===== config.mk =====
export PLATFORM = sky130hd
export DESIGN_NAME = comgate_ctl
export DESIGN_NICKNAME = d
export VERILOG_FILES = /design/src/rtl/comgate_pkg.sv /design/src/rtl/comgate_com_gen.sv /design/src/rtl/comgate_chan.sv /design/src/rtl/comgate_dma_sel.sv /design/src/rtl/comgate_ctl.sv
export SDC_FILE = /design/constraint.sdc
export NUM_CORES = 1
export LEC_CHECK = 0
export BUFFER_PORTS_ARGS = -buffer_cell sky130_fd_sc_hd__buf_2
export CAP_MARGIN = 20
export CORE_MARGIN = 2
export CORE_UTILIZATION = 35
export DETAILED_ROUTE_END_ITERATION = 8
export MAX_ROUTING_LAYER = met4
export PLACE_DENSITY = 0.63
export SLEW_MARGIN = 0
export SYNTH_ARGS = -nofsm -noshare
export SYNTH_HDL_FRONTEND = slang
export SYNTH_HIERARCHICAL = 1
export SYNTH_SLANG_ARGS = --single-unit

===== constraint.sdc =====
create_clock -name clk -period 2.05 [get_ports clk]
set_clock_uncertainty 0.1 [all_clocks]
set_input_delay 0.5125 -clock clk [delete_from_list [all_inputs] [get_ports clk]]
set_output_delay 0.5125 -clock clk [all_outputs]
set_load 0.02 [all_outputs]

===== src/rtl/comgate_pkg.sv =====
package comgate_pkg;
  typedef struct packed {
    logic preload;
    logic trig_sel;
    logic dma_sel;
  } comgate_cfg_t;
endpackage


===== src/rtl/comgate_com_gen.sv =====
module comgate_com_gen (
  input  logic clk,
  input  logic rst,
  input  logic sw_strobe,
  input  logic trig_in,
  input  logic trig_sel,
  output logic com_evt
);
  logic trig_q;

  always_ff @(posedge clk) begin
    if (rst) trig_q <= 1'b0;
    else     trig_q <= trig_in;
  end

  assign com_evt = sw_strobe | (trig_sel & trig_in & ~trig_q);


  sel_off_chk: assert property (@(posedge clk) disable iff (rst)
    (!trig_sel && !sw_strobe) |-> !com_evt);


  trig_held_once_chk: assert property (@(posedge clk) disable iff (rst)
    (!$past(rst) && trig_in && $past(trig_in) && !sw_strobe) |-> !com_evt);


  trig_rise_chk: assert property (@(posedge clk) disable iff (rst)
    (!$past(rst) && trig_sel && trig_in && !$past(trig_in)) |-> com_evt);
endmodule


===== src/rtl/comgate_chan.sv =====
module comgate_chan #(
  parameter int MODE_W   = 3,
  parameter bit HAS_COMP = 1'b1
) (
  input  logic              clk,
  input  logic              rst,
  input  logic              preload,
  input  logic              com_evt,
  input  logic              wr_hit,
  input  logic              wr_en,
  input  logic              wr_cen,
  input  logic [MODE_W-1:0] wr_mode,
  output logic              act_en,
  output logic              act_cen,
  output logic [MODE_W-1:0] act_mode
);
  generate
    if (HAS_COMP) begin : g_comp
      logic              sh_en, sh_cen;
      logic [MODE_W-1:0] sh_mode;
      logic              nx_en, nx_cen;
      logic [MODE_W-1:0] nx_mode;

      always_comb begin
        nx_en   = wr_hit ? wr_en   : sh_en;
        nx_cen  = wr_hit ? wr_cen  : sh_cen;
        nx_mode = wr_hit ? wr_mode : sh_mode;
      end

      always_ff @(posedge clk) begin
        if (rst) begin
          sh_en    <= 1'b0;
          sh_cen   <= 1'b0;
          sh_mode  <= '0;
          act_en   <= 1'b0;
          act_cen  <= 1'b0;
          act_mode <= '0;
        end else begin
          sh_en   <= nx_en;
          sh_cen  <= nx_cen;
          sh_mode <= nx_mode;
          if (com_evt) begin
            act_en   <= nx_en;
            act_cen  <= nx_cen;
            act_mode <= nx_mode;
          end else if (wr_hit && !preload) begin
            act_en   <= wr_en;
            act_cen  <= wr_cen;
            act_mode <= wr_mode;
          end
        end
      end


      preload_hold_chk: assert property (@(posedge clk) disable iff (rst)
        (preload && !com_evt) |=> $stable({act_en, act_cen, act_mode}));


      write_com_same_chk: assert property (@(posedge clk) disable iff (rst)
        (com_evt && wr_hit) |=> ({act_en, act_cen, act_mode} == $past({wr_en, wr_cen, wr_mode})));
    end else begin : g_direct
      always_ff @(posedge clk) begin
        if (rst) begin
          act_en   <= 1'b0;
          act_cen  <= 1'b0;
          act_mode <= '0;
        end else if (wr_hit) begin
          act_en   <= wr_en;
          act_cen  <= wr_cen;
          act_mode <= wr_mode;
        end
      end


      direct_ignores_com_chk: assert property (@(posedge clk) disable iff (rst)
        (com_evt && !wr_hit) |=> $stable({act_en, act_cen, act_mode}));
    end
  endgenerate


  direct_write_chk: assert property (@(posedge clk) disable iff (rst)
    (wr_hit && (!preload || !HAS_COMP)) |=> ({act_en, act_cen, act_mode} == $past({wr_en, wr_cen, wr_mode})));
endmodule


===== src/rtl/comgate_dma_sel.sv =====
module comgate_dma_sel #(
  parameter int NUM_CH = 4
) (
  input  logic              clk,
  input  logic              rst,
  input  logic              dma_sel,
  input  logic              upd_evt,
  input  logic [NUM_CH-1:0] cc_evt,
  output logic [NUM_CH-1:0] dma_req
);
  always_ff @(posedge clk) begin
    if (rst)          dma_req <= '0;
    else if (dma_sel) dma_req <= {NUM_CH{upd_evt}};
    else              dma_req <= cc_evt;
  end


  req_from_update_chk: assert property (@(posedge clk) disable iff (rst)
    dma_sel |=> (dma_req == {NUM_CH{$past(upd_evt)}}));


  req_from_cc_chk: assert property (@(posedge clk) disable iff (rst)
    !dma_sel |=> (dma_req == $past(cc_evt)));
endmodule


===== src/rtl/comgate_ctl.sv =====
module comgate_ctl #(
  parameter int                NUM_CH      = 4,
  parameter int                MODE_W      = 3,
  parameter logic [NUM_CH-1:0] CH_HAS_COMP = 'h3,
  localparam int               CH_IDX_W    = (NUM_CH > 1) ? $clog2(NUM_CH) : 1
) (
  input  logic                     clk,
  input  logic                     rst,
  input  logic                     cfg_we,
  input  logic                     cfg_preload,
  input  logic                     cfg_trig_sel,
  input  logic                     cfg_dma_sel,
  input  logic                     ch_we,
  input  logic [CH_IDX_W-1:0]      ch_sel,
  input  logic                     ch_en,
  input  logic                     ch_cen,
  input  logic [MODE_W-1:0]        ch_mode,
  input  logic                     com_sw,
  input  logic                     trig_in,
  input  logic                     upd_evt,
  input  logic [NUM_CH-1:0]        cc_evt,
  input  logic                     flag_we,
  input  logic                     flag_wdata,
  output logic [NUM_CH-1:0]        act_en,
  output logic [NUM_CH-1:0]        act_cen,
  output logic [NUM_CH*MODE_W-1:0] act_mode,
  output logic                     com_flag
  ,
  output logic [NUM_CH-1:0]        dma_req
);
  import comgate_pkg::*;

  comgate_cfg_t      cfg_q;
  logic              com_evt;
  logic [NUM_CH-1:0] wr_hit;

  always_ff @(posedge clk) begin
    if (rst)         cfg_q <= '0;
    else if (cfg_we) cfg_q <= '{preload: cfg_preload, trig_sel: cfg_trig_sel, dma_sel: cfg_dma_sel};
  end

  comgate_com_gen u_com_gen (
    .clk       (clk),
    .rst       (rst),
    .sw_strobe (com_sw),
    .trig_in   (trig_in),
    .trig_sel  (cfg_q.trig_sel),
    .com_evt   (com_evt)
  );

  generate
    for (genvar i = 0; i < NUM_CH; i++) begin : g_ch
      assign wr_hit[i] = ch_we && (ch_sel == CH_IDX_W'(i));

      comgate_chan #(
        .MODE_W   (MODE_W),
        .HAS_COMP (CH_HAS_COMP[i])
      ) u_chan (
        .clk      (clk),
        .rst      (rst),
        .preload  (cfg_q.preload),
        .com_evt  (com_evt),
        .wr_hit   (wr_hit[i]),
        .wr_en    (ch_en),
        .wr_cen   (ch_cen),
        .wr_mode  (ch_mode),
        .act_en   (act_en[i]),
        .act_cen  (act_cen[i]),
        .act_mode (act_mode[i*MODE_W +: MODE_W])
      );
    end
  endgenerate

  always_ff @(posedge clk) begin
    if (rst)                       com_flag <= 1'b0;
    else if (com_evt)              com_flag <= 1'b1;
    else if (flag_we && !flag_wdata) com_flag <= 1'b0;
  end

  comgate_dma_sel #(.NUM_CH(NUM_CH)) u_dma_sel (
    .clk     (clk),
    .rst     (rst),
    .dma_sel (cfg_q.dma_sel),
    .upd_evt (upd_evt),
    .cc_evt  (cc_evt),
    .dma_req (dma_req)
  );


  flag_set_by_com_chk: assert property (@(posedge clk) disable iff (rst)
    com_evt |=> com_flag);


  flag_clear_chk: assert property (@(posedge clk) disable iff (rst)
    (flag_we && !flag_wdata && !com_evt) |=> !com_flag);


  flag_sticky_chk: assert property (@(posedge clk) disable iff (rst)
    (com_flag && !(flag_we && !flag_wdata)) |=> com_flag);
endmodule


# Yosys cells after proc, flatten, opt, wreduce, memory -nomap -nowiden
# Cells that the tools add are included.
# classes
n_bitwise	4
n_eq_ne	3
n_reduce_logical	13
muxes	21
# op_table
op	count
two-way mux 3 bit	6
two-way mux 1 bit	14
logical AND 1 bit	7
nonzero test 2 bit	3
equality test 2 bit (second input constant)	2
two-way mux 4 bit	1
AND 1 bit	2
equality test 2 x 1 -> 1 bit (second input constant)	1
logical NOT 1 bit	2
logical NOT 2 bit	1
NOT 1 bit	1
bitwise OR 1 bit	1
# totals
output_inout_bits	25
reg_bits	39
inputBits	23
word_cells	65

# Longest topological paths before layout
# Gate-level depths: netlist of run 1.
# depth
depth_word	5
ltp_mapped	6
depth_no_buf	5

# By module
# Netlist of run 1, hierarchy kept.
# by_module_without_submodules
mod	n_inst	seq_area_each_um2	area_per_inst_um2	cells_each
comgate_chan at g_ch[0].u_chan ...	2	200.2	397.9	38
comgate_chan at g_ch[2].u_chan ...	2	100.1	180.2	16
comgate_ctl	1	80.1	167.7	18
comgate_dma_sel	1	80.1	128.9	13
comgate_com_gen	1	20.0	37.5	4

# Worst setup path before layout of run 1
# No wires, ideal clock.
# synth_timing
path_type	input to register
startpoint	in trig_in
endpoint	reg g_ch[0].u_chan.act_cen
t_required_ns	1.833
t_arrival_ns	1.517
path_stages	4
setup_slack_ns	0.316
path_buffers	0
setup_time_ns	0.117
path_cell_list	nand2_1 -> o21bai_1 -> a211oi_4 -> a22o_2
# synth_between
elab_chain_len	4
word_cells_on_any_way	5
cone_classes	1 x mux; 3 x bitwise; 1 x reduce/logical
# synth_lines
item	line	source
start: declaration	comgate_ctl.sv:19	input logic trig_in,
AND 1 bit (*) (2 in a row)	comgate_com_gen.sv:16	assign com_evt = sw_strobe | (trig_sel & trig_in & ~trig_q);
bitwise OR 1 bit (*)	comgate_com_gen.sv:16	
via com_evt	comgate_ctl.sv:34	logic com_evt;
two-way mux 1 bit or nonzero test 2 bit (tied branches)	-	
end signal: assignment	comgate_chan.sv:44	act_cen <= nx_cen;
end signal: assignment	comgate_chan.sv:48	act_cen <= wr_cen;
end: declaration	comgate_chan.sv:14	output logic act_cen,
# The timed path passes the listed nets; every way through them passes the cells marked *.
# A chain may end at the register's enable or synchronous reset.

# Final worst setup path of run 1
# layout_timing
startpoint	in ch_sel[0]
endpoint	reg g_ch[0].u_chan.act_en
# layout_between
elab_chain_len	4
word_cells_on_any_way	6
cone_classes	2 x mux; 4 x reduce/logical
# layout_lines
item	line	source
start: declaration	comgate_ctl.sv:14	input logic [CH_IDX_W-1:0] ch_sel,
logical NOT 2 bit (*)	comgate_ctl.sv:53	assign wr_hit[i] = ch_we && (ch_sel == CH_IDX_W'(i));
logical AND 1 bit (*)	comgate_ctl.sv:53	
via wr_hit[0]	comgate_ctl.sv:35	logic [NUM_CH-1:0] wr_hit;
two-way mux 1 bit or logical AND 1 bit (tied branches)	comgate_chan.sv:25, comgate_chan.sv:46	
two-way mux 1 bit or nonzero test 2 bit (tied branches)	-	
end signal: assignment	comgate_chan.sv:43	act_en <= nx_en;
end signal: assignment	comgate_chan.sv:47	act_en <= wr_en;
end: declaration	comgate_chan.sv:13	output logic act_en,
# Marked as above.

==> run summary, run 1 <==
Status = finished, final reports clean
Inst Count DP = 241
Non-filler cells, final = 248
CTS resizes = 0
Post-CTS setup buffers = 0
CP Cell Sequence = buf_2, nor3b_1, buf_4, nand2b_1, a21oi_1, a22o_2
Ys flop type = dfxtp_1
CTS HTree Levels = 2
Setup TNS = 0 ns
Yosys cell types = 16
Root buf cell = clkbuf_8
Mapped Avg Cell Area = 10.4 um^2
Slew @ Worst Pin = 0.458 ns
DRT iter0 DRCs = 38
IO Count = 48
Share of layout cells above drive strength 1 = 0.369
Post-synthesis register bit count = 39
Vias in the first global route = 1170
Leakage power = 0.822 nW
Slew HR = 0.695
Final Cycle Share = 0.700
Die W = 69.3 um
Fin area = 0.00187 mm^2
Synthesized cell area = 0.00149 mm^2
Initial antenna violation count = 0
Vias per cell = 4.72
Crit path from = ch_sel[0]
Number of diodes = 0
Sink Count = 39
Die Span Y = 69.3 um
Pre-antenna DRT Iters = 4
Slowest stage delay, CP = 0.24 ns
DR DRC count = 0
Post-synth EDFFs = 0
Crit. End Element = flop
Fill cell count = 407
Initial Utilization = 0.367
Max FO, Critical Path = 11
Largest net degree at the start of global routing = 23
Period minus WS final = 1.43 ns
WL/cell = 12.5 um
CTS tree = done
Minimum hold slack = 0.362 ns
Register area = 781 um^2
CTS clk-pin slew, worst paths = 0.07 ns
Multi-input gate area = 657 um^2
Post-DP HPWL = 2280 um
# hold bufs at CTS = 0
Detailed-route wire length = 3090 um
Pwr dens = 799 mW/mm^2
CP Data Required Time = 2.13 ns
Remaining Overflow, GRT = 0
Tot Pwr = 1.49 mW
Ys Warns = 6
Pre-CTS setup slack = 0.330 ns
ANT nets after route = 0
Slew Viols, Final = 0
Clock Path Buffers = 2
Fmax = 0.697 GHz
Total die area = 0.00480 mm^2
Post-layout nets = 221
Critical Path Source Type = input pin
CP max stage cell = a22o_2
DR vias = 1171
Most common cell after layout, fill and taps aside = buf_2
Fraction of registers with async set/reset = 0
Worst flop-to-flop path startpoint = cfg_q[1]
Max-cap violation count = 0
Num CTS Buffers = 5
Mapped Nets = 166
RSZ-0062 raised after global routing = false
HP Start = cfg_dma_sel
RePlAce Congestion = 0.700
Critical path type = in2reg
IO Port Bufs = 47
Mapped Cells = 143
Total track usage = 0.144
Final WS setup = 0.615 ns
Crit path DAT = 1.51 ns
Row count = 23
Core Region = 0.00406 mm^2
Synthesis-to-finish area growth = 25.4%
Layout Utilization = 0.460
Placed Area = 0.00178 mm^2
Peak supply drop = 484 uV
Final hold violation count = 0
Clk Latency, worst-skew pair = 0.29 ns
Commonest cells after routing, fill and taps aside = buf_2 (47), dfxtp_1 (39), nor2_1 (15)
First-pass GRT wire length = 5320 um
Min-delay worst type = in2reg
Sequential cell area fraction in the yosys report = 0.524
Final setup viols = 0
registers in the layout, summed over array words and instances, names as in the netlist:
name	cells
com_flag	1
g_ch.u_chan/g_comp.sh_cen	2
g_ch.u_chan/act_mode	12
cfg_q	3
g_ch.u_chan/act_cen	4
u_dma_sel/dma_req	4
g_ch.u_chan/g_comp.sh_en	2
u_com_gen/trig_q	1
g_ch.u_chan/act_en	4
g_ch.u_chan/g_comp.sh_mode	6
power by group:
group / switching [mW] / internal, mW / leakage (nW)
Combinational: 0.100 / 0.0762 / 0.457
Sequential: 0.0151 / 0.788 / 0.318
Clock: 0.250 / 0.264 / 0.0470
cell families (layout without fill, tap and decap cells):
group / Yosys count / in the layout / synth area share
buf+inv: 6 / 61 / 0.0353
flops: 39 / 39 / 0.524
compound gates: 37 / 37 / 0.196
simple gates: 48 / 48 / 0.157
mux: 13 / 13 / 0.0873
per-layer routing:
layer / track usage / vias up / share of wire
met2: 0.221 / 36 / 0.44
met3: 0.0465 / 7 / 0.061
li1: - / 606 / -
met1: 0.175 / 522 / 0.48
met4: 0.0588 / 0 / 0.016
met5: - / - / 0
worst max-delay path: cells and delay by family:
kind / cells / cell delay [ns]
and+or+nand+nor: 2 / 0.35
buffers and inverters: 2 / 0.34
AOI/OAI and AO/OA: 2 / 0.31
worst paths after layout:
path / to / slack, ns / cells past startpoint
worst min-delay path: cfg_q[0] / 0.36 / 3
worst max-delay path: g_ch[0].u_chan/act_en / 0.62 / 6
worst min register to register: g_ch[0].u_chan/g_comp.sh_cen / 0.38 / 2
worst max register to register: g_ch[0].u_chan/act_en / 0.65 / 5
synthesized netlist by cell type (2+ instances only):
library cell  instances  area [um^2]
o21bai_1             11         82.6
mux2i_1              13          130
nor2_1               15         56.3
dfxtp_1              39          781
a21oi_1              14         70.1
a211oi_4              2         40.0
buf_6                 4         45.0
a22o_2               10          100
inv_2                 2         7.51
nand2b_1             14         87.6
nand2_1              13         48.8
nor3b_1               2         15.0
layout make-up:
class                      count  area share
clock buffer                   6      0.0442
sequential                    39       0.418
timing repair buffer          52       0.146
multi-input combinational     98       0.352
clock inverter                 1     0.00268
tap                           50      0.0335
inverter                       2     0.00402
Note: power is estimated with default switching activity, not from simulation.
==> run 2: changes to the inputs <==
--- a/config.mk
+++ b/config.mk
@@ -11,7 +11,7 @@
 export CORE_UTILIZATION = 35
 export DETAILED_ROUTE_END_ITERATION = 8
 export MAX_ROUTING_LAYER = met4
-export PLACE_DENSITY = 0.63
+export PLACE_DENSITY = 0.65
 export SLEW_MARGIN = 0
 export SYNTH_ARGS = -nofsm -noshare
 export SYNTH_HDL_FRONTEND = slang
==> constraint.sdc (replaced) <==
create_clock -name clk -period 1.3 [get_ports clk]
set_clock_uncertainty 0.1 [all_clocks]
set_input_delay 0.325 -clock clk [delete_from_list [all_inputs] [get_ports clk]]
set_output_delay 0.325 -clock clk [all_outputs]
set_load 0.02 [all_outputs]
==> run summary, run 2 (synthesis results as in run 1) <==
Commonest cells after routing, fill and taps aside = buf_2 (47), dfxtp_1 (38), nor2_1 (15)
Period minus WS final = 1.23 ns
CP Depth = 1 (-5)
Inst Count DP = 249 (+3.3%)
Initial Utilization = 0.367 (unchanged)
Critical Path Source Type = flop
Status = finished, final reports clean
Clock Path Buffers = 2 (unchanged)
Post-layout nets = 229 (+3.6%)
Synthesis-to-finish area growth = 33.6%
Internal Power = 2.01 mW (+78%)
Top flop regs = g_ch.u_chan/act_mode: 12 flops, g_ch.u_chan/g_comp.sh_mode: 6 flops
Critical path type = reg2out
HP Start = cfg_preload
Fmax = 0.816 GHz
R2R Setup Slk = 0.09 ns (-0.56 ns)
Row count = 23 (unchanged)
Max reg flops = 12 (unchanged)
CTS HTree Levels = 2 (unchanged)
Worst flop-to-flop path startpoint = cfg_q[1]
Number of diodes = 0 (unchanged)
Peak supply drop = 654 uV (+35%)
WL/cell = 11.9 um (-4.8%)
IO Port Bufs = 47 (unchanged)
IO Count = 48 (unchanged)
Slew HR = 0.769 (+0.0739)
CP Data Required Time = 0.88 ns (-1.25 ns)
Slew Viols, Final = 0 (unchanged)
Slowest stage delay, CP = 0.35 ns (+0.11 ns)
Top reg by flops = g_ch.u_chan/act_mode
RR Endpoint = g_ch[0].u_chan/act_en
Pre-CTS setup slack = -0.146 ns (-0.476 ns)
Vias per cell = 4.62 (-2.1%)
Slew @ Worst Pin = 0.347 ns (-0.111 ns)
Final setup viols = 0 (unchanged)
Final hold violation count = 0 (unchanged)
Crit. End Element = output pin
RePlAce Congestion = 0.724 (+3.4%)
Initial antenna violation count = 0 (unchanged)
Detailed-route wire length = 3050 um (-1.3%)
Worst R2R Path Depth = 5 (unchanged)
DR vias = 1188 (+1.5%)
Num CTS Buffers = 5 (unchanged)
Remaining Overflow, GRT = 0 (unchanged)
CTS clk-pin slew, worst paths = 0.07 ns (about the same)
Setup TNS = 0 ns (unchanged)
Die W = 69.3 um (unchanged)
Switch share = 0.226 (-0.0186)
Core Region = 0.00406 mm^2 (unchanged)
WHS Endpoint = cfg_q[2]
Clk Latency, worst-skew pair = 0.28 ns (about the same)
Leakage power = 0.887 nW (+7.9%)
Die Span Y = 69.3 um (unchanged)
# hold bufs at CTS = 0 (unchanged)
Comb pwr share = 0.119 (about the same)
Non-filler cells, final = 257 (+3.6%)
Final Cycle Share = 0.943
Worst path bufs/invs = 1 (-1)
Fin area = 0.00199 mm^2 (+6.6%)
Seq pwr share = 0.488 (-0.050)
Clk pwr share = 0.393 (+0.049)
Max FO, Critical Path = 2 (-9)
Root buf cell = clkbuf_8
Total die area = 0.00480 mm^2 (unchanged)
Largest net degree at the start of global routing = 16 (-30%)
Layout Utilization = 0.491 (+0.0302)
CTS tree = done
Vias in the first global route = 1198 (+2.4%)
ANT nets after route = 0 (unchanged)
Total track usage = 0.141 (-0.00354)
CP top delay family = flip-flops
Pre-antenna DRT Iters = 4 (unchanged)
DRT iter0 DRCs = 80 (+110%)
Placed Area = 0.00187 mm^2 (+5.0%)
Post-DP HPWL = 2250 um (-1.5%)
Crit path DAT = 0.80 ns (-0.71 ns)
Share of layout cells above drive strength 1 = 0.415 (+0.0468)
Most common cell after layout, fill and taps aside = buf_2
Min-delay worst type = in2reg
Crit path from = g_ch[1].u_chan/act_mode[0]
DR DRC count = 0 (unchanged)
Final WS setup = 0.0742 ns (-0.541 ns)
CP max stage cell = dfxtp_1
Hold Path Depth = 3 (unchanged)
Max-cap violation count = 0 (unchanged)
Sink Count = 39 (unchanged)
First-pass GRT wire length = 5270 um (-0.90%)
Psw = 586 uW (+60%)
Pwr dens = 1300 mW/mm^2 (+63%)
CP Cell Sequence = buf_2
==> run 2: cell types whose count changed in the layout (fill, tap and decap cells not counted), sizes merged <==
cell    before  now
bufinv       0    1
buf         52   60
==> run 2: through the flow <==
| step | total power [mW] | hold slack (ns) |
|---|---|---|
| 2_1_floorplan | 1.46 | 0.294 |
| 3_5_place_dp | 1.60 | 0.366 |
| 3_3_place_gp | 1.60 | 0.364 |
| 4_1_cts | 2.64 | 0.170 |
| 5_1_grt | 2.73 | 0.183 |
| 6_report | 2.59 | 0.182 |
==> run 2: cell type report <==
| type | count | area [um^2] |
|---|---|---|
| clock buffers | 6 | 82.6 |
| clock inverters | 2 | 35.0 |
| fillers | 396 | 2070 |
| inverters | 2 | 7.51 |
| multi-input cells | 98 | 676 |
| flip-flops and latches | 39 | 782 |
| well taps | 50 | 62.6 |
| repair buffers | 60 | 345 |
==> run 2: per-layer routing <==
metal | vias to the layer above | routed length (um) | part of all wire | GRT usage
li1 | 620 | - | - | -
met1 | 529 | 1460 | 0.48 | 0.172
met2 | 35 | 1370 | 0.45 | 0.210
met3 | 4 | 184 | 0.060 | 0.0451
met4 | 0 | 38 | 0.012 | 0.0654
met5 | - | 0 | 0 | -
==> run 2: timing repair <==
action                     CTS  global route
setup endpoints to repair    0            10
setup buffers                0             1
resized for setup            0             2
==> run 2: how the worst max path moves through the flow <==
stage / end / slack, ns
CTS: g_ch[0].u_chan/act_mode[0] / 0.04
finish: act_mode[3] / 0.07
global route: g_ch[0].u_chan/act_en / -0.003
global placement: g_ch[2].u_chan/act_cen / -0.14
floorplan: g_ch[0].u_chan/act_mode[1] / 0.05
detailed placement: g_ch[2].u_chan/act_cen / -0.15
==> run 2: power by group through the flow <==
stage | clock, mW | sequential [mW] | combinational (mW)
floorplan | 0 | 1.33 | 0.130
global placement | 0 | 1.29 | 0.310
detailed placement | 0 | 1.29 | 0.312
CTS | 1.06 | 1.26 | 0.313
global route | 1.12 | 1.27 | 0.341
finish | 1.02 | 1.26 | 0.309
==> run 3: changes to the inputs <==
--- a/config.mk
+++ b/config.mk
@@ -12,6 +12,7 @@
 export DETAILED_ROUTE_END_ITERATION = 8
 export MAX_ROUTING_LAYER = met4
 export PLACE_DENSITY = 0.65
+export SETUP_SLACK_MARGIN = 0.3
 export SLEW_MARGIN = 0
 export SYNTH_ARGS = -nofsm -noshare
 export SYNTH_HDL_FRONTEND = slang
==> run summary, run 3 (synthesis results as in run 1) <==
Total die area = 0.00480 mm^2 (unchanged)
CTS HTree Levels = 2 (unchanged)
Die W = 69.3 um (unchanged)
Final hold violation count = 0 (unchanged)
DRT iter0 DRCs = 37 (-54%)
Core Region = 0.00406 mm^2 (unchanged)
Post-DP HPWL = 2420 um (+7.6%)
WL/cell = 13.1 um (+11%)
Post-layout nets = 236 (+3.1%)
Slew Viols, Final = 0 (unchanged)
Final Cycle Share = 0.964 (+0.0212)
Vias per cell = 4.79 (+3.5%)
DR vias = 1254 (+5.6%)
Synthesis-to-finish area growth = 54.4%
Final WS setup = 0.0467 ns (-0.0275 ns)
Max reg flops = 12 (unchanged)
Remaining Overflow, GRT = 0 (unchanged)
Register area = 811 um^2 (+3.7%)
Slew @ Worst Pin = 0.321 ns (-0.0261 ns)
Share of layout cells above drive strength 1 = 0.618 (+0.202)
Initial antenna violation count = 0 (unchanged)
Pwr dens = 1050 mW/mm^2 (-20%)
Top reg by flops = g_ch.u_chan/act_mode
Status = finished, final reports clean
Top flop regs = g_ch.u_chan/act_mode: 12 flops, g_ch.u_chan/g_comp.sh_mode: 6 flops
Sink Count = 39 (unchanged)
Detailed-route wire length = 3450 um (+13%)
CTS clk-pin slew, worst paths = 0.07 ns (about the same)
CP Data Required Time = 1.43 ns (+0.55 ns)
Pre-CTS setup slack = -0.137 ns (+0.00819 ns)
Peak supply drop = 702 uV (+7.4%)
Max-cap violation count = 0 (unchanged)
Pre-antenna DRT Iters = 4 (unchanged)
Row count = 23 (unchanged)
RePlAce Congestion = 0.790 (+9.0%)
Min-delay worst type = in2reg
Slew HR = 0.785 (+0.0167)
Inst Count DP = 253 (+1.6%)
RSZ-0062 raised after global routing = true
Largest net degree at the start of global routing = 15 (-1)
Crit path DAT = 1.38 ns (+0.58 ns)
IO Count = 48 (unchanged)
Layout Utilization = 0.567 (+0.0765)
Commonest cells after routing, fill and taps aside = buf_6 (29), dfxtp_2 (24), buf_2 (21)
Crit. End Element = flop
IO Port Bufs = 47 (unchanged)
Number of diodes = 0 (unchanged)
ANT nets after route = 0 (unchanged)
Period minus WS final = 1.25 ns (+0.0275 ns)
Critical Path Source Type = flop
Total track usage = 0.157 (+0.0165)
First-pass GRT wire length = 5820 um (+10%)
Max FO, Critical Path = 14 (+12)
Clock Path Buffers = 2 (unchanged)
Die Span Y = 69.3 um (unchanged)
Vias in the first global route = 1290 (+7.7%)
Num CTS Buffers = 5 (unchanged)
Most common cell after layout, fill and taps aside = buf_6
Critical path type = reg2reg
Non-filler cells, final = 262 (+1.9%)
Fill cell count = 347 (-12%)
Initial Utilization = 0.367 (unchanged)
Fmax = 0.798 GHz (-2.2%)
Leakage power = 0.956 nW (+7.8%)
CTS tree = done
Root buf cell = clkbuf_8
DR DRC count = 0 (unchanged)
Final setup viols = 0 (unchanged)
Clk Latency, worst-skew pair = 0.28 ns (about the same)
Multi-input gate area = 768 um^2 (+14%)
==> run 3: metrics by stage <==
| stage | cell area (um^2) | setup TNS, ns | power, mW | hold WS (ns) |
|---|---|---|---|---|
| floorplan | 1580 | 0 | 1.48 | 0.290 |
| global placement | 1970 | -1.61 | 1.63 | 0.355 |
| detailed placement | 1970 | -1.76 | 1.63 | 0.359 |
| CTS | 2270 | 0 | 2.41 | 0.179 |
| global route | 2300 | 0 | 2.52 | 0.187 |
| finish | 2300 | 0 | 2.41 | 0.185 |
==> run 3: final cells by class <==
class | count | share of cell area
clock buffers | 6 | 0.0315
inverters | 2 | 0.00326
well taps | 50 | 0.0272
repair buffers | 67 | 0.252
flip-flops and latches | 39 | 0.352
multi-input cells | 98 | 0.334
==> run 3: path summary, 6_finish.rpt <==
check,startpoint,end,slack [ns],depth (start not counted)
worst min-delay path,cfg_dma_sel,cfg_q[0],0.19,3
worst max-delay path,cfg_q[1],g_ch[1].u_chan/act_en,0.05,5
worst min register to register,g_ch[1].u_chan/g_comp.sh_cen,g_ch[1].u_chan/g_comp.sh_cen,0.36,2
worst max register to register,cfg_q[1],g_ch[1].u_chan/act_en,0.05,5
==> run 3: power by group <==
part	internal (mW)	leakage [nW]	switching (mW)
combinational	0.207	0.590	0.183
clock	0.357	0.0371	0.377
sequential	1.25	0.328	0.0325
==> run 3: timing repair <==
item                                    in CTS  in global routing
resized for setup                           78                  8
endpoints found under the setup margin      44                 45
pin swaps                                    7                  4
buffers inserted                             3                  0
hold buffers                                 0                  0
==> run 3: critical path, cell delays in order, from the launching register on <==
cell and delay, ns:
dfxtp_2 0.33, nand2_4 0.06, o21bai_4 0.07, buf_12 0.15, a211oi_4 0.28, a22o_2 0.21
==> run 3: routing by layer <==
| metal | up-vias | track usage | routed length, um | share of wire |
|---|---|---|---|---|
| met3 | 9 | 0.0363 | 92 | 0.027 |
| met5 | - | - | 0 | 0 |
| met4 | 0 | 0.0806 | 90 | 0.026 |
| met1 | 596 | 0.193 | 1550 | 0.45 |
| met2 | 18 | 0.241 | 1710 | 0.50 |
| li1 | 631 | - | - | - |
